`config.mk`:
```
export PLATFORM = sky130hd
export DESIGN_NAME = sdiv_half_unit
export DESIGN_NICKNAME = d
export VERILOG_FILES = /design/src/rtl/sdiv_pkg.sv /design/src/rtl/sdiv_prep.sv /design/src/rtl/sdiv_core.sv /design/src/rtl/sdiv_result.sv /design/src/rtl/sdiv_half_unit.sv
export SDC_FILE = /design/constraint.sdc
export NUM_CORES = 1
export LEC_CHECK = 0
export BUFFER_PORTS_ARGS = -buffer_cell sky130_fd_sc_hd__buf_2
export CAP_MARGIN = 40
export CORE_MARGIN = 5
export CORE_UTILIZATION = 58
export CTS_CLUSTER_SIZE = 20
export DETAILED_ROUTE_END_ITERATION = 8
export GPL_ROUTABILITY_DRIVEN = 0
export PLACE_DENSITY_LB_ADDON = 0.08
export SYNTH_ARGS = -nofsm -noshare
export SYNTH_HDL_FRONTEND = slang
export SYNTH_SLANG_ARGS = --single-unit
export TNS_END_PERCENT = 1
```
`constraint.sdc`:
```
create_clock -name clk_i -period 3.13 [get_ports clk_i]
set_input_delay 0.626 -clock clk_i [delete_from_list [all_inputs] [get_ports clk_i]]
set_output_delay 0.626 -clock clk_i [all_outputs]
set_load 0.05 [all_outputs]
```
`src/rtl/sdiv_pkg.sv`:
```
package sdiv_pkg;
  typedef enum logic [1:0] {
    ST_IDLE = 2'd0,
    ST_RUN  = 2'd1,
    ST_FIN  = 2'd2
  } sdiv_state_e;
endpackage

```
`src/rtl/sdiv_prep.sv`:
```
module sdiv_prep #(
  parameter int DATA_W = 32,
  parameter int DIV_W  = 16
) (
  input  logic [DATA_W-1:0] dividend_i,
  input  logic [DATA_W-1:0] divisor_src_i,
  output logic [DATA_W-1:0] dvd_mag_o,
  output logic [DIV_W-1:0]  dvs_mag_o,
  output logic              q_neg_o,
  output logic              r_neg_o,
  output logic              exc_o
);
  localparam logic [DATA_W-1:0] MIN_DVD = {1'b1, {(DATA_W-1){1'b0}}};

  logic [DIV_W-1:0] dvs;
  logic             dvd_neg, dvs_neg;

  assign dvs     = divisor_src_i[DIV_W-1:0];
  assign dvd_neg = dividend_i[DATA_W-1];
  assign dvs_neg = dvs[DIV_W-1];

  // magnitudes as unsigned; most negative values map onto themselves
  assign dvd_mag_o = dvd_neg ? (~dividend_i + 1'b1) : dividend_i;
  assign dvs_mag_o = dvs_neg ? (~dvs + 1'b1) : dvs;
  assign q_neg_o   = dvd_neg ^ dvs_neg;
  assign r_neg_o   = dvd_neg;
  assign exc_o     = (dvs == '0) || ((dividend_i == MIN_DVD) && (dvs == '1));
endmodule

```
`src/rtl/sdiv_core.sv`:
```
module sdiv_core #(
  parameter int DATA_W = 32,
  parameter int DIV_W  = 16
) (
  input  logic              clk_i,
  input  logic              rst_ni,
  input  logic              load_i,
  input  logic              step_i,
  input  logic [DATA_W-1:0] dvd_mag_i,
  input  logic [DIV_W-1:0]  dvs_mag_i,
  output logic [DATA_W-1:0] quot_mag_o,
  output logic [DIV_W-1:0]  rem_mag_o
);
  logic [DATA_W-1:0] q_r;
  logic [DIV_W-1:0]  rem_r, d_r;
  logic [DIV_W:0]    rem_sh;
  logic [DIV_W+1:0]  diff;
  logic              fits;

  assign rem_sh = {rem_r, q_r[DATA_W-1]};
  assign diff   = {1'b0, rem_sh} - {2'b00, d_r};
  assign fits   = ~diff[DIV_W+1];

  always_ff @(posedge clk_i or negedge rst_ni) begin
    if (!rst_ni) begin
      q_r   <= '0;
      rem_r <= '0;
      d_r   <= '0;
    end else if (load_i) begin
      q_r   <= dvd_mag_i;
      rem_r <= '0;
      d_r   <= dvs_mag_i;
    end else if (step_i) begin
      q_r   <= {q_r[DATA_W-2:0], fits};
      rem_r <= fits ? diff[DIV_W-1:0] : rem_sh[DIV_W-1:0];
    end
  end

  assign quot_mag_o = q_r;
  assign rem_mag_o  = rem_r;

  AST_REM_BOUND: assert property (@(posedge clk_i) disable iff (!rst_ni)
    (step_i && d_r != '0) |=> (rem_r < d_r));
endmodule

```
`src/rtl/sdiv_result.sv`:
```
module sdiv_result #(
  parameter int DATA_W = 32,
  parameter int DIV_W  = 16
) (
  input  logic              clk_i,
  input  logic              rst_ni,
  input  logic              fin_i,
  input  logic [DATA_W-1:0] quot_mag_i,
  input  logic [DIV_W-1:0]  rem_mag_i,
  input  logic              q_neg_i,
  input  logic              r_neg_i,
  input  logic              exc_i,
  input  logic              two_op_i,
  input  logic              same_dst_i,
  output logic [DATA_W-1:0] quot_o,
  output logic [DATA_W-1:0] rem_o,
  output logic              quot_we_o,
  output logic              rem_we_o,
  output logic              flag_we_o,
  output logic              ov_o,
  output logic              s_o,
  output logic              z_o
);
  logic [DATA_W-1:0] quot_s, rem_ext, rem_s;

  assign quot_s  = q_neg_i ? (~quot_mag_i + 1'b1) : quot_mag_i;
  assign rem_ext = {{(DATA_W-DIV_W){1'b0}}, rem_mag_i};
  assign rem_s   = r_neg_i ? (~rem_ext + 1'b1) : rem_ext;

  always_ff @(posedge clk_i or negedge rst_ni) begin
    if (!rst_ni) begin
      quot_o    <= '0;
      rem_o     <= '0;
      quot_we_o <= 1'b0;
      rem_we_o  <= 1'b0;
      flag_we_o <= 1'b0;
      ov_o      <= 1'b0;
      s_o       <= 1'b0;
      z_o       <= 1'b0;
    end else begin
      flag_we_o <= fin_i;
      quot_we_o <= fin_i && !exc_i && (two_op_i || !same_dst_i);
      rem_we_o  <= fin_i && !exc_i && !two_op_i;
      if (fin_i) begin
        ov_o <= exc_i;
        s_o  <= !exc_i && quot_s[DATA_W-1];
        z_o  <= !exc_i && (quot_s == '0);
        if (!exc_i) begin
          quot_o <= quot_s;
          rem_o  <= rem_s;
        end
      end
    end
  end

  AST_EXC_NO_WRITE: assert property (@(posedge clk_i) disable iff (!rst_ni)
    (fin_i && exc_i) |=> (!quot_we_o && !rem_we_o && $stable(quot_o) && $stable(rem_o)));
  AST_SAME_DST_REM: assert property (@(posedge clk_i) disable iff (!rst_ni)
    (fin_i && !exc_i && !two_op_i && same_dst_i) |=> (rem_we_o && !quot_we_o));
  AST_FLAGS_SZ: assert property (@(posedge clk_i) disable iff (!rst_ni)
    flag_we_o |-> !(s_o && z_o));
endmodule

```
`src/rtl/sdiv_half_unit.sv`:
```
module sdiv_half_unit
  import sdiv_pkg::*;
#(
  parameter int DATA_W = 32,
  parameter int DIV_W  = 16
) (
  input  logic              clk_i,
  input  logic              rst_ni,
  input  logic              start_i,
  input  logic [DATA_W-1:0] dividend_i,
  input  logic [DATA_W-1:0] divisor_src_i,
  input  logic              two_op_i,
  input  logic              same_dst_i,
  output logic              busy_o,
  output logic              done_o,
  output logic [DATA_W-1:0] quot_o,
  output logic [DATA_W-1:0] rem_o,
  output logic              quot_we_o,
  output logic              rem_we_o,
  output logic              flag_we_o,
  output logic              ov_o,
  output logic              s_o,
  output logic              z_o
);
  localparam int CNT_W = $clog2(DATA_W + 1);
  localparam logic [CNT_W-1:0] LAST_STEP = CNT_W'(DATA_W - 1);

  sdiv_state_e       state_q;
  logic [CNT_W-1:0]  cnt_q;
  logic              q_neg_q, r_neg_q, exc_q, two_op_q, same_q, done_q;
  logic              accept, step, fin;
  logic [DATA_W-1:0] dvd_mag, quot_mag;
  logic [DIV_W-1:0]  dvs_mag, rem_mag;
  logic              q_neg, r_neg, exc;

  assign accept = start_i && (state_q == ST_IDLE);
  assign step   = (state_q == ST_RUN);
  assign fin    = (state_q == ST_FIN);

  sdiv_prep #(.DATA_W(DATA_W), .DIV_W(DIV_W)) u_prep (
    .dividend_i    (dividend_i),
    .divisor_src_i (divisor_src_i),
    .dvd_mag_o     (dvd_mag),
    .dvs_mag_o     (dvs_mag),
    .q_neg_o       (q_neg),
    .r_neg_o       (r_neg),
    .exc_o         (exc)
  );

  sdiv_core #(.DATA_W(DATA_W), .DIV_W(DIV_W)) u_core (
    .clk_i      (clk_i),
    .rst_ni     (rst_ni),
    .load_i     (accept),
    .step_i     (step),
    .dvd_mag_i  (dvd_mag),
    .dvs_mag_i  (dvs_mag),
    .quot_mag_o (quot_mag),
    .rem_mag_o  (rem_mag)
  );

  always_ff @(posedge clk_i or negedge rst_ni) begin
    if (!rst_ni) begin
      state_q  <= ST_IDLE;
      cnt_q    <= '0;
      q_neg_q  <= 1'b0;
      r_neg_q  <= 1'b0;
      exc_q    <= 1'b0;
      two_op_q <= 1'b0;
      same_q   <= 1'b0;
      done_q   <= 1'b0;
    end else begin
      done_q <= fin;
      unique case (state_q)
        ST_IDLE: if (start_i) begin
          state_q  <= ST_RUN;
          cnt_q    <= '0;
          q_neg_q  <= q_neg;
          r_neg_q  <= r_neg;
          exc_q    <= exc;
          two_op_q <= two_op_i;
          same_q   <= same_dst_i;
        end
        ST_RUN: begin
          cnt_q <= cnt_q + 1'b1;
          if (cnt_q == LAST_STEP) state_q <= ST_FIN;
        end
        ST_FIN:  state_q <= ST_IDLE;
        default: state_q <= ST_IDLE;
      endcase
    end
  end

  sdiv_result #(.DATA_W(DATA_W), .DIV_W(DIV_W)) u_result (
    .clk_i      (clk_i),
    .rst_ni     (rst_ni),
    .fin_i      (fin),
    .quot_mag_i (quot_mag),
    .rem_mag_i  (rem_mag),
    .q_neg_i    (q_neg_q),
    .r_neg_i    (r_neg_q),
    .exc_i      (exc_q),
    .two_op_i   (two_op_q),
    .same_dst_i (same_q),
    .quot_o     (quot_o),
    .rem_o      (rem_o),
    .quot_we_o  (quot_we_o),
    .rem_we_o   (rem_we_o),
    .flag_we_o  (flag_we_o),
    .ov_o       (ov_o),
    .s_o        (s_o),
    .z_o        (z_o)
  );

  assign busy_o = (state_q != ST_IDLE);
  assign done_o = done_q;

  AST_DONE_PULSE: assert property (@(posedge clk_i) disable iff (!rst_ni)
    done_o |=> !done_o);
  AST_DONE_NOT_BUSY: assert property (@(posedge clk_i) disable iff (!rst_ni)
    done_o |-> !busy_o);
  AST_CNT_RANGE: assert property (@(posedge clk_i) disable iff (!rst_ni)
    step |-> (cnt_q <= LAST_STEP));
  AST_START_IGNORED: assert property (@(posedge clk_i) disable iff (!rst_ni)
    (step && start_i) |=> (busy_o && $stable(exc_q) && $stable(two_op_q)));
  AST_WE_WITH_DONE: assert property (@(posedge clk_i) disable iff (!rst_ni)
    (quot_we_o || rem_we_o || flag_we_o) |-> done_o);
  AST_DONE_FLAGS: assert property (@(posedge clk_i) disable iff (!rst_ni)
    done_o |-> flag_we_o);
endmodule

```
# After elaboration in Yosys (flattened, before gate mapping)

Cells that the tools add are included.
W data, S select, Z words.

Output and inout bits: 72
Register bits after elaboration: 147

Reductions and logical operators: 22
Multiplexer cells: 14
Bitwise logic cells: 7
Equality and inequality tests: 7
Add/subtract/negate cells: 6

Operator list:

| cell                    | count |
|---|---|
| $mux W32                | 5 |
| $add A32 B1 Y32 const B | 3 |
| $mux W16                | 4 |
| $not A32 Y32            | 2 |
| $eq A32 B32 Y1 const B  | 1 |
| $logic_not A32 Y1       | 1 |
| $not A16 Y32            | 1 |
| $sub A17 B16 Y18        | 1 |
| $add A16 B1 Y16 const B | 1 |
| $eq A16 B16 Y1 const B  | 1 |
| $logic_not A16 Y1       | 1 |
| $not A16 Y16            | 1 |
| $pmux W6 S2             | 1 |
| $reduce_and A2 Y1       | 4 |
| $logic_and A1 B1 Y1     | 7 |
| $add A6 B1 Y6 const B   | 1 |
| $eq A6 B5 Y1 const B    | 1 |
| $mux W6                 | 1 |
| $reduce_bool A2 Y1      | 3 |
| $mux W2                 | 2 |
| $pmux W2 S2             | 1 |
| $logic_not A1 Y1        | 3 |
| $eq A2 B1 Y1 const B    | 1 |
| $eq A2 B2 Y1 const B    | 1 |
| 6 further kinds         | 8 |

# Longest topological paths before layout

Word-level depth: 5
Mapped depth: 12

# Hierarchy

From an unflattened synthesis, not the netlist that was laid out.

Cells, all modules: 1,060
Area total of the unflattened synthesis: 9,375.2 sq um

Modules (own cells, without submodules):

| module         | cells an instance | area an instance (sq um) | sequential area each (sq um) | instances |
|---|---|---|---|---|
| sdiv_result    | 443               | 3,945.0                  | 1,726.7                      | 1 |
| sdiv_core      | 407               | 3,683.5                  | 1,601.5                      | 1 |
| sdiv_prep      | 161               | 1,123.6                  | 0.0                          | 1 |
| sdiv_half_unit | 49                | 623.1                    | 350.3                        | 1 |

# Least setup slack after synthesis

No wires, ideal clock.

Path kind: input-to-reg
Start point: in dividend_i[18]
End point: reg u_core.q_r[30] (netlist: u_core.quot_mag_o[30])
Arrival: 2.736 ns
Path slack: 0.257 ns
Cell stages on the path: 7
Setup time: 0.137 ns
Cell sequence: or4_4 -> or3_1 -> or3_1 -> or3_4 -> o41ai_2 -> xor2_1 -> a21oi_1

Word-level cells in the longest chain between the ends: 4

RTL lines:

| what                 | RTL line             | source |
|---|---|---|
| start, declared      | sdiv_half_unit.sv:10 | `input logic [DATA_W-1:0] dividend_i,` |
| $not A32 Y32         | sdiv_prep.sv:23      | `assign dvd_mag_o = dvd_neg ? (~dividend_i + 1'b1) : dividend_i;` |
| $add A32 B1 Y32      | sdiv_prep.sv:23      |  |
| $mux W32             | sdiv_prep.sv:23      |  |
| $mux W32             | sdiv_core.sv:29      | `end else if (load_i) begin` |
| end signal, assigned | sdiv_core.sv:30      | `q_r <= dvd_mag_i;` |
| end signal, assigned | sdiv_core.sv:34      | `q_r <= {q_r[DATA_W-2:0], fits};` |
| end, declared        | sdiv_core.sv:14      | `logic [DATA_W-1:0] q_r;` |

Every way passes these cells.
A chain may end at the register's enable or synchronous reset.

# Worst setup path after layout

Start point: reg u_core.q_r[4] (netlist: u_core.quot_mag_o[4])
End point: reg u_result.z_o

Word-level cells in the longest chain between the ends: 5

RTL lines:

| what                  | RTL line          | source |
|---|---|---|
| $not A32 Y32          | sdiv_result.sv:26 | `assign quot_s = q_neg_i ? (~quot_mag_i + 1'b1) : quot_mag_i;` |
| $add A32 B1 Y32       | sdiv_result.sv:26 |  |
| $mux W32 *            | sdiv_result.sv:26 |  |
| $logic_not A32 Y1 *   | sdiv_result.sv:47 | `z_o <= !exc_i && (quot_s == '0);` |
| $logic_and A1 B1 Y1 * | sdiv_result.sv:47 |  |
| end signal, assigned  | sdiv_result.sv:47 |  |
| end, declared         | sdiv_result.sv:22 | `output logic z_o` |

Every way passes the cells marked *; elsewhere a longest branch is shown, timed or not.

==> run summary <==
LOGIC SYNTHESIS
------------------------------------------------------------------------------------
Top flip-flop cell by instance count after synthesis                    sky130_fd_sc_hd__dfrtp_1
Fraction of post-synthesis cell area in the top cell type by area              39.7%
Cells taking the most area after synthesis                              sky130_fd_sc_hd__dfrtp_1 40%, sky130_fd_sc_hd__nand2_1 7.8%, sky130_fd_sc_hd__xor2_1 6.5%
Synth Area per Inst                                                       8.54 sq um
Number of enable-type register cells in the synthesized netlist                    0
Syn nets                                                                        1171
Yosys synthesis warning count                                                      0
Distinct cell type count of the synthesized netlist                               68
Share of flip-flops with an asynchronous set or reset after synthesis           100%
Most common cell in the synthesized netlist                             sky130_fd_sc_hd__nand2_1
Netlist area before placement                                             9200 sq um
Yosys reg bits                                                                   146
Largest area contributor in the netlist                                 sky130_fd_sc_hd__dfrtp_1
Mapped Cells                                                                    1078
Part of the Yosys area used for sequential elements                            39.7%
List of most frequent post-synthesis cells                              190 x sky130_fd_sc_hd__nand2_1, 146 x sky130_fd_sc_hd__dfrtp_1, 112 x sky130_fd_sc_hd__o21ai_0

CLOCK NETWORK
------------------------------------------------------------------------------------
Clock latency reported for the late side of the worst-skew pair               430 ps
Post-cts sizing count                                                              0
TritonCTS sink count                                                             146
CTS Hold Buffers Added                                                             0
Clock tree root driver cell                                             sky130_fd_sc_hd__clkbuf_16
TritonCTS clock tree                                                           built
Clock-pin slew on the worst setup and hold paths                               60 ps
Number of H-tree levels                                                            4
Number of CTS-inserted buffers                                                    17
Clock Path Buffers                                                                 2
Buffers inserted by post-CTS timing repair                                         0

POWER AND IR DROP
------------------------------------------------------------------------------------
Switching share of total power                                                 41.2%
Share of total power in sequential cells                                       33.0%
Net switching component of the power                                         3.83 mW
Power share of the combinational group                                         44.1%
Cell internal pwr                                                            5.47 mW
Pwr Density                                                              864 nW/um^2
Clock share of power                                                           22.9%
Worst IR drop on VDD                                                          553 uV
Leakage                                                                      5.09 nW
Total power consumption of the routed design                                 9.30 mW

CELLS AND AREA
------------------------------------------------------------------------------------
Diode count                                                                        0
Syn-to-layout area delta                                                       17.0%
Post-layout nets                                                                1276
Design Area, Final                                                       10800 sq um
Post-route core utilization                                                    68.5%
Share of post-route cells with drive strength above 1                          19.0%

GRT
------------------------------------------------------------------------------------
Initial antenna violation count                                                    0
Wire length of the first global-routing pass                                 37.6 mm
Sum of overflow across all layers after global routing                             0
Global Route Usage Sum                                                         25.4%
Largest net degree at the start of global routing                                 71
Number of global-route vias before repair                                       7391

DRT
------------------------------------------------------------------------------------
Routed wire per std cell                                                     16.3 um
Number of vias per cell after detailed routing                                  5.83
Residual DRC                                                                       0
Number of vias in the routed layout                                             8230
Initial DRT Pass Iterations                                                        6
First DRT Iteration DRCs                                                         722
Final Routed Wirelength                                                      22.9 mm
Remaining antenna violation count                                                  0

STA
------------------------------------------------------------------------------------
Headroom to the max-slew limit                                                 56.0%
Largest clock skew in the final design                                       7.91 ps
Setup Total Neg Slack                                                           0 ps
Final-report max-slew violation count                                              0
Count of endpoints failing setup in the final report                               0
Hold Vio Cnt, Final                                                                0
Final clock period utilization by the worst path                               94.2%
Setup repair after global routing missed its margin                            false
Transition time at the pin with the least slew margin                         661 ps
Min cycle time layout                                                        2950 ps
Fmax                                                                       0.339 GHz

WORST SETUP PATH
------------------------------------------------------------------------------------
Data arrival, critical path                                                  3280 ps
Highest net fanout along the worst path                                            8
Required arrival time at the worst endpoint                                  3460 ps
WS Path Type                                                            flop to flop
Setup crit end kind                                                             flop
Crit start category                                                             flop

FLOORPLANNING
------------------------------------------------------------------------------------
Die boundary width                                                            136 um
Die outline height                                                            136 um
DIE AREA                                                                 18500 sq um
Core Region                                                              15700 sq um
Number of standard-cell rows in the floorplan                                     46
Boundary pin count                                                               141
Initial core utilization                                                       58.6%

WORST HOLD PATH
------------------------------------------------------------------------------------
Path category of the worst min-delay check                              input port to asynchronous set/reset pin

JOB
------------------------------------------------------------------------------------
Count of max-cap constraint violations                                             0

PLACEMENT
------------------------------------------------------------------------------------
Count of buffers inserted at the top-level ports                                 124
Estimated wirelength of the detail-placed design                             16.9 mm
Placement-stage cell area                                                10100 sq um

STATUS
------------------------------------------------------------------------------------
Outcome                                                                 finished, final reports clean

-- final timing paths --
kind | start | to | slack [ps] | depth (start not counted)
max in group asynchronous | rst_ni | u_result.quot_o[28]$_DFFE_PN0P_ | 2210 | 2
min in group clk_i | same_dst_i | same_q$_DFFE_PN0P_ | 410 | 3
worst min-delay path | rst_ni | u_core.d_r[7]$_DFFE_PN0P_ | 180 | 1
worst max-delay path | u_core.quot_mag_o[4]$_DFFE_PN0P_ | u_result.z_o$_DFFE_PN0P_ | 180 | 7
worst min register to register | two_op_q$_DFFE_PN0P_ | u_result.rem_we_o$_DFF_PN0_ | 460 | 1
worst max register to register | u_core.quot_mag_o[4]$_DFFE_PN0P_ | u_result.z_o$_DFFE_PN0P_ | 180 | 7
-- per-stage QoR --
stage | hold WS [ps] | std cells | setup WS, ps
2_1_floorplan | 330 | 1078 | 257
3_3_place_gp | 441 | 1379 | 25.5
3_5_place_dp | 441 | 1380 | 8.62
4_1_cts | 204 | 1411 | 222
5_1_grt | 235 | 1411 | 21.5
6_report | 180 | 1411 | 181
-- critical path, stage by stage, from the launching register on --
cell and delay (ps):
sky130_fd_sc_hd__dfrtp_1 480, sky130_fd_sc_hd__nor4_4 580, sky130_fd_sc_hd__nand4_4 270, sky130_fd_sc_hd__o31a_1 340, sky130_fd_sc_hd__o32ai_1 310, sky130_fd_sc_hd__nand2_1 90
sky130_fd_sc_hd__or4_1 560, sky130_fd_sc_hd__o31ai_1 210
-- cell families (layout without fill, tap and decap cells) --
family | after synthesis | in the layout | share of synthesized area, %
AO/OA/AOI/OAI | 274 | 274 | 19.0
XOR/XNOR | 99 | 99 | 9.42
adder cells (fa/ha/maj) | 24 | 24 | 3.35
flip-flops | 146 | 146 | 39.7
buffers and inverters | 117 | 234 | 5.13
AND/OR/NAND/NOR | 396 | 396 | 21.0
multiplexers | 22 | 22 | 2.45
-- routing by layer --
layer	up-vias	part of all wire, %	track usage [%]
met3	23	8.2	4.26
met4	0	0.99	5.77
li1	4024	-	-
met5	-	0	0
met2	313	41	36.2
met1	3870	50	40.2
-- area by class of cell --
cell class | instances | area, sq um
inverters | 38 | 143
well taps | 216 | 270
clock buffers | 17 | 425
flip-flops and latches | 146 | 3650
clock inverters | 14 | 191
repair buffers | 165 | 992
multi-input cells | 815 | 5090
fillers | 1335 | 4950
-- power groups by stage --
stage               logic, mW  registers, mW  clock network (mW)
finish                   4.10           3.07                2.13
global route             4.59           3.14                2.25
CTS                      4.06           3.04                2.16
detailed placement       4.01           3.08                   0
global placement         3.92           3.06                   0
floorplan                3.24           2.69                   0
-- registers in the layout (all words and copies together) (netlist names), 2 cells and up --
signal	cells
u_result.rem_o	31
u_core.quot_mag_o	32
u_core.d_r	16
state_q	2
u_core.rem_mag_o	16
u_result.quot_o	32
cnt_q	6
-- layout by cell type, fill, tap and decap left out, types with 5 or more instances in the layout --
master,Yosys,final
sky130_fd_sc_hd__a21o_1,19,19
sky130_fd_sc_hd__a21oi_1,39,39
sky130_fd_sc_hd__a31oi_1,19,19
sky130_fd_sc_hd__and3_1,13,13
sky130_fd_sc_hd__buf_2,5,123
sky130_fd_sc_hd__buf_4,3,37
sky130_fd_sc_hd__clkbuf_16,0,17
sky130_fd_sc_hd__dfrtp_1,146,146
sky130_fd_sc_hd__ha_1,23,22
sky130_fd_sc_hd__inv_1,38,38
sky130_fd_sc_hd__inv_6,0,5
sky130_fd_sc_hd__mux2i_1,18,18
sky130_fd_sc_hd__nand2_1,190,189
sky130_fd_sc_hd__nand2b_1,8,7
sky130_fd_sc_hd__nand3_1,24,24
sky130_fd_sc_hd__nand4_1,12,12
sky130_fd_sc_hd__nor2_1,54,54
sky130_fd_sc_hd__nor3_1,22,22
sky130_fd_sc_hd__nor4_1,11,11
sky130_fd_sc_hd__o211ai_1,9,9
sky130_fd_sc_hd__o21ai_0,112,112
sky130_fd_sc_hd__o31ai_1,19,19
sky130_fd_sc_hd__o41ai_1,9,9
sky130_fd_sc_hd__or2_2,7,7
sky130_fd_sc_hd__or3_1,14,14
sky130_fd_sc_hd__or4_1,12,12
sky130_fd_sc_hd__xnor2_1,31,31
sky130_fd_sc_hd__xor2_1,68,68
Note: power is estimated with default switching activity, not from simulation.
